**src/rtl/ivtc_pkg.sv**
```systemverilog
package ivtc_pkg;
   localparam int unsigned IVTC_WORD_W = 64;
   localparam int unsigned IVTC_TMR_W  = 19;
   localparam int unsigned IVTC_CLK_LSB = 28;
   localparam int unsigned IVTC_FRAC_W = 10;
   localparam int unsigned IVTC_SEC_W  = 26;

   typedef enum logic [1:0] {
      IVTC_HOLD = 2'd0,
      IVTC_STEP = 2'd1,
      IVTC_LOAD = 2'd2
   } ivtc_op_e;

   function automatic ivtc_op_e ivtc_decode(input logic tick, input logic load);
      if (load)      return IVTC_LOAD;
      else if (tick) return IVTC_STEP;
      else           return IVTC_HOLD;
   endfunction
endpackage

```
**src/rtl/ivtc_interval_timer.sv**
```systemverilog
module ivtc_interval_timer
   import ivtc_pkg::*;
#(
   parameter int unsigned TMR_W = 19
) (
   input  logic             clk,
   input  logic             rst_n,
   input  logic             tick,
   input  logic             load,
   input  logic [TMR_W-1:0] load_val,
   input  logic             clr,
   output logic [TMR_W-1:0] cnt,
   output logic             ind
);
   localparam logic [TMR_W-1:0] ONE = TMR_W'(1);

   if (TMR_W < 2) begin : g_bad_width
      $error("ivtc_interval_timer: TMR_W must be at least 2");
   end

   ivtc_op_e   op;
   logic       set_ev;

   assign op     = ivtc_decode(tick, load);
   assign set_ev = (op == IVTC_STEP) && (cnt == ONE);

   always_ff @(posedge clk) begin
      if (!rst_n) begin
         cnt <= '0;
      end else begin
         unique case (op)
            IVTC_LOAD: cnt <= load_val;
            IVTC_STEP: cnt <= cnt - ONE;
            default:   cnt <= cnt;
         endcase
      end
   end

   always_ff @(posedge clk) begin
      if (!rst_n)       ind <= 1'b0;
      else if (set_ev)  ind <= 1'b1;
      else if (clr)     ind <= 1'b0;
   end

   assert_step_down_R3: assert property (@(posedge clk) disable iff (!rst_n)
      (tick && !load) |=> (cnt == TMR_W'($past(cnt) - ONE)));
   assert_idle_hold_R3: assert property (@(posedge clk) disable iff (!rst_n)
      (!tick && !load) |=> $stable(cnt));
   assert_wrap_top_R4: assert property (@(posedge clk) disable iff (!rst_n)
      (tick && !load && cnt == '0) |=> (cnt == '1));
   assert_flag_set_R5: assert property (@(posedge clk) disable iff (!rst_n)
      (tick && !load && cnt == ONE) |=> (ind && cnt == '0));
   assert_flag_sticky_R6: assert property (@(posedge clk) disable iff (!rst_n)
      (ind && !clr) |=> ind);
   assert_flag_only_edge_R7: assert property (@(posedge clk) disable iff (!rst_n)
      (!ind && !(tick && !load && cnt == ONE)) |=> !ind);
   assert_load_wins_R11: assert property (@(posedge clk) disable iff (!rst_n)
      load |=> (cnt == $past(load_val)));
endmodule

```
**src/rtl/ivtc_time_clock.sv**
```systemverilog
module ivtc_time_clock
   import ivtc_pkg::*;
#(
   parameter int unsigned FRAC_W = 10,
   parameter int unsigned SEC_W  = 26,
   parameter bit          SPLIT  = 1'b1
) (
   input  logic                    clk,
   input  logic                    rst_n,
   input  logic                    tick,
   input  logic                    load,
   input  logic [FRAC_W+SEC_W-1:0] load_val,
   output logic [FRAC_W+SEC_W-1:0] cnt
);
   localparam int unsigned CLK_W = FRAC_W + SEC_W;

   if (FRAC_W < 1 || SEC_W < 1) begin : g_bad_width
      $error("ivtc_time_clock: both fields need at least one bit");
   end

   ivtc_op_e op;
   assign op = ivtc_decode(tick, load);

   if (SPLIT) begin : g_split
      logic [FRAC_W-1:0] frac_q;
      logic [SEC_W-1:0]  sec_q;
      logic              carry;

      assign carry = (frac_q == '1);

      always_ff @(posedge clk) begin
         if (!rst_n) begin
            frac_q <= '0;
            sec_q  <= '0;
         end else begin
            unique case (op)
               IVTC_LOAD: begin
                  frac_q <= load_val[FRAC_W-1:0];
                  sec_q  <= load_val[CLK_W-1:FRAC_W];
               end
               IVTC_STEP: begin
                  frac_q <= frac_q + FRAC_W'(1);
                  if (carry) sec_q <= sec_q + SEC_W'(1);
               end
               default: begin
                  frac_q <= frac_q;
                  sec_q  <= sec_q;
               end
            endcase
         end
      end

      assign cnt = {sec_q, frac_q};
   end else begin : g_flat
      logic [CLK_W-1:0] cnt_q;

      always_ff @(posedge clk) begin
         if (!rst_n) begin
            cnt_q <= '0;
         end else begin
            unique case (op)
               IVTC_LOAD: cnt_q <= load_val;
               IVTC_STEP: cnt_q <= cnt_q + CLK_W'(1);
               default:   cnt_q <= cnt_q;
            endcase
         end
      end

      assign cnt = cnt_q;
   end

   assert_count_up_R8: assert property (@(posedge clk) disable iff (!rst_n)
      (tick && !load) |=> (cnt == CLK_W'($past(cnt) + CLK_W'(1))));
   assert_wrap_zero_R9: assert property (@(posedge clk) disable iff (!rst_n)
      (tick && !load && cnt == '1) |=> (cnt == '0));
   assert_load_value_R10: assert property (@(posedge clk) disable iff (!rst_n)
      load |=> (cnt == $past(load_val)));
   assert_idle_hold_R3: assert property (@(posedge clk) disable iff (!rst_n)
      (!tick && !load) |=> $stable(cnt));
endmodule

```
**src/rtl/ivtc_word.sv**
```systemverilog
module ivtc_word
   import ivtc_pkg::*;
#(
   parameter int unsigned WORD_W  = IVTC_WORD_W,
   parameter int unsigned TMR_W   = IVTC_TMR_W,
   parameter int unsigned CLK_LSB = IVTC_CLK_LSB,
   parameter int unsigned FRAC_W  = IVTC_FRAC_W,
   parameter int unsigned SEC_W   = IVTC_SEC_W,
   parameter bit          SPLIT   = 1'b1
) (
   input  logic              clk,
   input  logic              rst_n,
   input  logic              tick,
   input  logic              wr_en,
   input  logic [WORD_W-1:0] wr_data,
   input  logic              ind_clr,
   output logic [WORD_W-1:0] word_out,
   output logic              time_sig
);
   localparam int unsigned CLK_W = FRAC_W + SEC_W;
   localparam int unsigned GAP_W = CLK_LSB - TMR_W;

   if (TMR_W > CLK_LSB) begin : g_bad_overlap
      $error("ivtc_word: timer field overlaps clock field");
   end
   if (CLK_LSB + CLK_W != WORD_W) begin : g_bad_fit
      $error("ivtc_word: clock field must end at the word MSB");
   end

   logic [TMR_W-1:0] tmr_cnt;
   logic [CLK_W-1:0] clk_cnt;

   ivtc_interval_timer #(.TMR_W(TMR_W)) u_tmr (
      .clk      (clk),
      .rst_n    (rst_n),
      .tick     (tick),
      .load     (wr_en),
      .load_val (wr_data[TMR_W-1:0]),
      .clr      (ind_clr),
      .cnt      (tmr_cnt),
      .ind      (time_sig)
   );

   ivtc_time_clock #(.FRAC_W(FRAC_W), .SEC_W(SEC_W), .SPLIT(SPLIT)) u_clk (
      .clk      (clk),
      .rst_n    (rst_n),
      .tick     (tick),
      .load     (wr_en),
      .load_val (wr_data[WORD_W-1:CLK_LSB]),
      .cnt      (clk_cnt)
   );

   if (GAP_W > 0) begin : g_gap
      assign word_out = {clk_cnt, {GAP_W{1'b0}}, tmr_cnt};
   end else begin : g_nogap
      assign word_out = {clk_cnt, tmr_cnt};
   end

   assert_gap_zero_R1: assert property (@(posedge clk) disable iff (!rst_n)
      (word_out[CLK_LSB-1:0] >> TMR_W) == '0);
   assert_write_both_R10: assert property (@(posedge clk) disable iff (!rst_n)
      wr_en |=> (word_out[WORD_W-1:CLK_LSB] == $past(wr_data[WORD_W-1:CLK_LSB])
                 && word_out[TMR_W-1:0] == $past(wr_data[TMR_W-1:0])));
   assert_reset_state_R2: assert property (@(posedge clk)
      !rst_n |=> (word_out == '0 && !time_sig));
endmodule

```
**config.mk**
```make
export PLATFORM = sky130hd
export DESIGN_NAME = ivtc_word
export DESIGN_NICKNAME = d
export VERILOG_FILES = /design/src/rtl/ivtc_pkg.sv /design/src/rtl/ivtc_interval_timer.sv /design/src/rtl/ivtc_time_clock.sv /design/src/rtl/ivtc_word.sv
export SDC_FILE = /design/constraint.sdc
export NUM_CORES = 1
export LEC_CHECK = 0
export BUFFER_PORTS_ARGS = -buffer_cell sky130_fd_sc_hd__buf_2
export CORE_ASPECT_RATIO = 0.75
export CORE_MARGIN = 2
export CORE_UTILIZATION = 45
export CTS_BUF_LIST = sky130_fd_sc_hd__clkbuf_8
export CTS_CLUSTER_SIZE = 28
export DETAILED_ROUTE_END_ITERATION = 8
export HOLD_SLACK_MARGIN = 0.03
export PLACE_DENSITY = 0.79
export SYNTH_ARGS = -nofsm -noshare
export SYNTH_HDL_FRONTEND = slang
export SYNTH_SLANG_ARGS = --single-unit
```
**constraint.sdc**
```tcl
create_clock -name clk -period 2 [get_ports clk]
set_input_delay 0.2 -clock clk [delete_from_list [all_inputs] [get_ports clk]]
set_output_delay 0.2 -clock clk [all_outputs]
set_load 0.05 [all_outputs]
```
== After elaboration in Yosys (flattened, before gate mapping) ==
Cells that the tools add are included.

* $lt $le $gt $ge: 0
* Reductions and logical operators: 4
* Divide/modulo/power cells: 0
* Equality and inequality tests: 5
* Multiplexer cells: 8
* $add $sub $neg: 3
* Shift operators: 0
* $mul: 0
* Bitwise logic cells: 0

{| class="wikitable"
|+ Operators with widths
! kind !! number
|-
| $pmux 26 s2 || 1
|-
| $pmux 19 s2 || 1
|-
| $add 26x1->26 const B || 1
|-
| $mux 26 || 1
|-
| $pmux 10 s2 || 1
|-
| $eq 19x1->1 const B || 1
|-
| $sub 19x1->19 const B || 1
|-
| $add 10x1->10 const B || 1
|-
| $eq 10x10->1 const B || 1
|-
| $reduce_bool 2->1 || 2
|-
| $mux 1 || 3
|-
| $eq 2x1->1 const B || 1
|-
| $eq 2x2->1 const B || 1
|-
| $mux 2 || 1
|-
| $ne 2x1->1 const B || 1
|-
| $reduce_and 2->1 || 1
|-
| $logic_and 1x1->1 || 1
|}

* Bits in registers: 56
* Bits of input ports: 69
* Latch bits: 0
* Bits in read-only memories: 0
* Memories: 0
* Output and inout bits: 65
* RAM bits: 0
* Logic and storage cells: 24

== Logic depth before layout (Yosys ltp) ==
* Depth after elaboration: 5
* Depth in mapped cells: 8
* Mapped depth without buffers: 7

== Hierarchy ==
From an unflattened synthesis, not the netlist that was laid out.

* Cell total of the unflattened synthesis: 434
* Area total of the unflattened synthesis: 3462.1 µm²

{| class="wikitable"
|+ Modules (own cells, without submodules)
! module !! cells an instance !! area an instance (µm²) !! instances
|-
| ivtc_time_clock || 288 || 2193.4 || 1
|-
| ivtc_interval_timer || 136 || 1197.4 || 1
|-
| ivtc_word || 10 || 71.3 || 1
|}

== Least setup slack after synthesis ==
Ideal clock, no wire load.

* Kind: reg2reg
* Start: register u_clk.g_split.frac_q[0]
* End: register u_clk.g_split.sec_q[16]
* Required time: 1885 ps
* Stages on the path, launching flop included: 8
* Period minus slack after synthesis: 2174 ps
* Arrival: 2060 ps
* Setup time: 115 ps
* Path slack: -174 ps
* Path through: dfxtp_1 > ha_1 > and3_1 > clkbuf_1 > a41o_1 > clkbuf_1 > nor2_1 > a2111oi_0

* Longest elaborated chain between the ends: 3

{| class="wikitable"
|+ Ends and longest elaborated chain
! item !! RTL line !! source
|-
| from (decl) || ivtc_time_clock.sv:25 || <nowiki>logic [FRAC_W-1:0] frac_q;</nowiki>
|-
| from (signal assigned) || ivtc_time_clock.sv:38 || <nowiki>frac_q <= load_val[FRAC_W-1:0];</nowiki>
|-
| from (signal assigned) || ivtc_time_clock.sv:42 || <nowiki>frac_q <= frac_q + FRAC_W'(1);</nowiki>
|-
| from (signal assigned) || ivtc_time_clock.sv:46 || <nowiki>frac_q <= frac_q;</nowiki>
|-
| $eq 10x10->1 || ivtc_time_clock.sv:29 || <nowiki>assign carry = (frac_q == '1);</nowiki>
|-
| $ne 2x1->1 (no line) || -- ||
|-
| $reduce_and 2->1 (no line) || -- ||
|-
| to (signal assigned) || ivtc_time_clock.sv:39 || <nowiki>sec_q <= load_val[CLK_W-1:FRAC_W];</nowiki>
|-
| to (signal assigned) || ivtc_time_clock.sv:43 || <nowiki>if (carry) sec_q <= sec_q + SEC_W'(1);</nowiki>
|-
| to (signal assigned) || ivtc_time_clock.sv:47 || <nowiki>sec_q <= sec_q;</nowiki>
|-
| to (decl) || ivtc_time_clock.sv:26 || <nowiki>logic [SEC_W-1:0] sec_q;</nowiki>
|}

No other way between the ends.
A chain may end at the register's enable or synchronous reset.

== Final worst setup path ==
* Start: register u_clk.g_split.sec_q[0]
* End: register u_clk.g_split.sec_q[16]

* Longest elaborated chain between the ends: 3

{| class="wikitable"
|+ Ends and longest elaborated chain
! item !! RTL line !! source
|-
| $add 26x1->26 || ivtc_time_clock.sv:43 ||
|-
| $mux 26 || ivtc_time_clock.sv:43 ||
|-
| $pmux 26 s2 || ivtc_time_clock.sv:36 || <nowiki>unique case (op)</nowiki>
|}

No other way between the ends. The select of a mux whose other input is x is not followed.

==> metrics.md <==
| Metric | Value |
|---|---|
| Largest net degree at the start of global routing | `slightly below 50` |
| Hold Crit Depth | `3` |
| Finished Cell Area | `4140 um2` |
| Post-synth top area cell | `dfxtp_1` |
| Critical Path Fanout Max | `11` |
| Dpl cells | `~630` |
| Vias in the first global route | `between 3000 and 4000` |
| Achievable Freq | `slightly above 0.5 GHz` |
| Reg2Reg Launch Point | `u_clk.g_split.sec_q[0]` |
| Reg clk slew, reported paths | `approximately 0.1 ns` |
| Mapped cell area | `~3300 um2` |
| Max stage delay on crit path | `0.39 ns` |
| DRC viols | `0` |
| Period utilization | `96.3%` |
| TritonCTS Buffers | `5` |
| Share of cells above drive strength 1 | `33.0%` |
| Area contributors post-synth | `dfxtp_1 34%, nor2_1 6.7%, a21oi_1 6.3%, o21ai_0 4.9%, nand2_1 4.0%` |
| WL per Instance | `between 10 and 15 um` |
| Synth cell count leaders | `58 x nor2_1, 56 x dfxtp_1, 41 x a21oi_1` |
| Worst Skew | `approximately 0.0087 ns` |
| WP data arrival | `approximately 2.1 ns` |
| Most numerous cell in the Yosys netlist | `nor2_1` |
| FF-to-FF End | `u_clk.g_split.sec_q[16]` |
| Number of hold violations in the final report | `0` |
| CP max stage cell | `dfxtp_2` |
| Final hold slack | `approximately 0.12 ns` |
| Hold_sp | `wr_data[30]` |
| DIE HEIGHT | `between 70 and 80 um` |
| H-tree Lvls | `2` |
| Latest clock arrival within the worst-skew pair | `0.30 ns` |
| Max-slew violation count | `0` |
| Setup TNS | `0 ns` |
| Die Wd | `102 um` |
| Leak pwr | `approximately 0.0018 uW` |
| Clock Tree Buf Depth | `2` |
| Top FF cell, synth | `dfxtp_1` |
| Hold EP | `u_clk.g_split.frac_q[2]` |
| Number of synthesized register bits | `56` |
| CP cell instances | `ha_1, nand3_1, nor4_1, buf_4, a311oi_1, a2111oi_1` |
| Core Rows | `26` |
| Synth top area share | `34.4%` |
| R2R depth | `6` |
| Clock Sinks | `56` |
| Post-synthesis sequential area ratio | `between 30% and 40%` |
| Routability Congestion | `0.857` |
| CP Data Required Time | `about 2.2 ns` |
| Async S/R FF share, synth | `0%` |
| Initial core utilization | `a little under half` |
| TritonRoute pass-1 iters | `5` |
| Vias | `between 3000 and 4000` |
| Netlist cell types | `56` |
| CP Capture Type | `register` |
| Syn. warnings | `0` |
| Post-DP HPWL | `approximately 7.1 mm` |
| Initial antenna violation count | `0` |
| EDFF count, synth | `0` |
| Critical Path Start Type | `register` |
| Total grt overflow | `0` |
| Post-DP Area | `4060 um2` |
| # port buffers | `between 100 and 150` |
| Power Density | `approximately 670 nW/um2` |
| First-pass GRT wire length | `~16 mm` |
| Post-Syn Instances | `420` |
| Post-Layout Cell Count | `between 600 and 700` |
| Vias per cell | `approximately 5.6` |
| CTS tree | `done` |
| Post-Syn Area per Cell | `between 7 and 8 um2` |
| Worst hold path class | `in2reg` |
| FF-to-FF setup slack | `0.07 ns` |
| Iter 0 DRT Violations | `between 200 and 250` |
| Core Box Area | `about 6900 um2` |
| All-Layer GR Usage | `between 20 and 25%` |
| Area grow syn2layout | `27.1%` |
| Total wire length | `about 9.5 mm` |
| RSZ-0062 raised after global routing | `yes` |
| Worst setup path class | `reg2reg` |
| Die area | `just under 8000 um2` |
| IO Pins | `134` |
| Root buffer cell | `clkbuf_8` |
| Status | `completed` |
| Worst IR drop on VDD | `397 uV` |
| Setup Viol. Count Final | `0` |
| NumNets Final | `slightly above 600` |
| Final Util | `roughly three fifths` |
| Period minus WS final | `1.93 ns` |
| ANT cells | `0` |
| Antenna Violating Nets Remaining | `0` |
| # Max-Cap Violations | `0` |
## cell families (layout without fill, tap and decap cells)
group	Yosys count	after routing	synth area share (%)
other	1	9	0.115
flip-flops	56	56	34.4
AO/OA/AOI/OAI	120	120	23.3
multiplexers	10	10	3.07
adder cells (fa/ha/maj)	4	4	1.54
XOR/XNOR	25	25	6.72
buffers and inverters	43	151	6.10
AND/OR/NAND/NOR	161	161	24.7
## layout by cell type (no fill, tap or decap), types with 7 or more instances in the layout
cell     count
mux2i_1     10
xor2_1      13
a21oi_1     41
conb_1       9
nand2_1     35
nor2_1      58
dfxtp_2     18
o21ai_0     32
a31oi_1      7
inv_1        7
nand4_1      8
nand3_1     14
dfxtp_1     38
buf_4       18
buf_2      115
xnor2_1     12
nor4_1       7
nor3_1      10
## per-layer routing
metal / vias to the layer above / GRT usage (%) / wire, um
li1: 1736 / - / -
met2: 146 / 38.7 / 4390
met1: 1645 / 35.0 / 4270
met5: - / 0 / 0
met4: 0 / 4.80 / 68
met3: 4 / 3.69 / 777
## per-stage QoR
| stage | total power, uW | setup slack (ns) |
|---|---|---|
| 6_report | 2760 | 0.0736 |
| 5_1_grt | 2910 | -0.121 |
| 4_1_cts | 2780 | 0.00473 |
| 3_5_place_dp | 2180 | 0.0350 |
| 3_3_place_gp | 2150 | 0.110 |
| 2_1_floorplan | 1940 | -0.00260 |
## power by group
group,internal (uW),switching [uW]
Clock,235,369
Sequential,1200,98.0
Combinational,276,586
Total,1710,1050
## area by class of cell
type / instances / area (um2)
clock buffer: 5 / 68.8
clock inverter: 2 / 8.76
fill: 676 / 2750
inverter: 7 / 26.3
multi-input combinational: 329 / 1980
sequential: 56 / 1140
tap: 98 / 123
timing repair buffer: 137 / 791
## flip-flops by register name (all words and copies together), names as in the netlist
name and cells:
u_clk.g_split.frac_q 10, u_clk.g_split.sec_q 26, u_tmr.cnt 19, u_tmr.ind 1
## critical path, delay by kind of cell (launching register included)
| kind | cells | cell delay, ns |
|---|---|---|
| fa+ha+maj | 1 | 0.23 |
| simple gates | 2 | 0.48 |
| flops | 1 | 0.39 |
| compound gates | 2 | 0.47 |
| buf+inv | 1 | 0.24 |
## how the worst max path moves through the flow
| stage | cells after the start | to | from |
|---|---|---|---|
| floorplan | 6 | u_clk.g_split.sec_q[16] | u_clk.g_split.frac_q[2] |
| finish | 6 | u_clk.g_split.sec_q[16] | u_clk.g_split.sec_q[0] |
| global placement | 5 | u_tmr.cnt[12] | u_tmr.cnt[3] |
| CTS | 5 | u_tmr.cnt[18] | u_tmr.cnt[3] |
| detailed placement | 5 | u_tmr.cnt[18] | u_tmr.cnt[3] |
| global route | 6 | u_clk.g_split.sec_q[16] | u_clk.g_split.sec_q[0] |
## repair_timing
action                     in CTS  in global routing
hold buffers                    0                  0
resized for setup               0                  3
buffers inserted                0                  0
setup endpoints to repair       0                  9
Power figures use the tool's default switching activity.
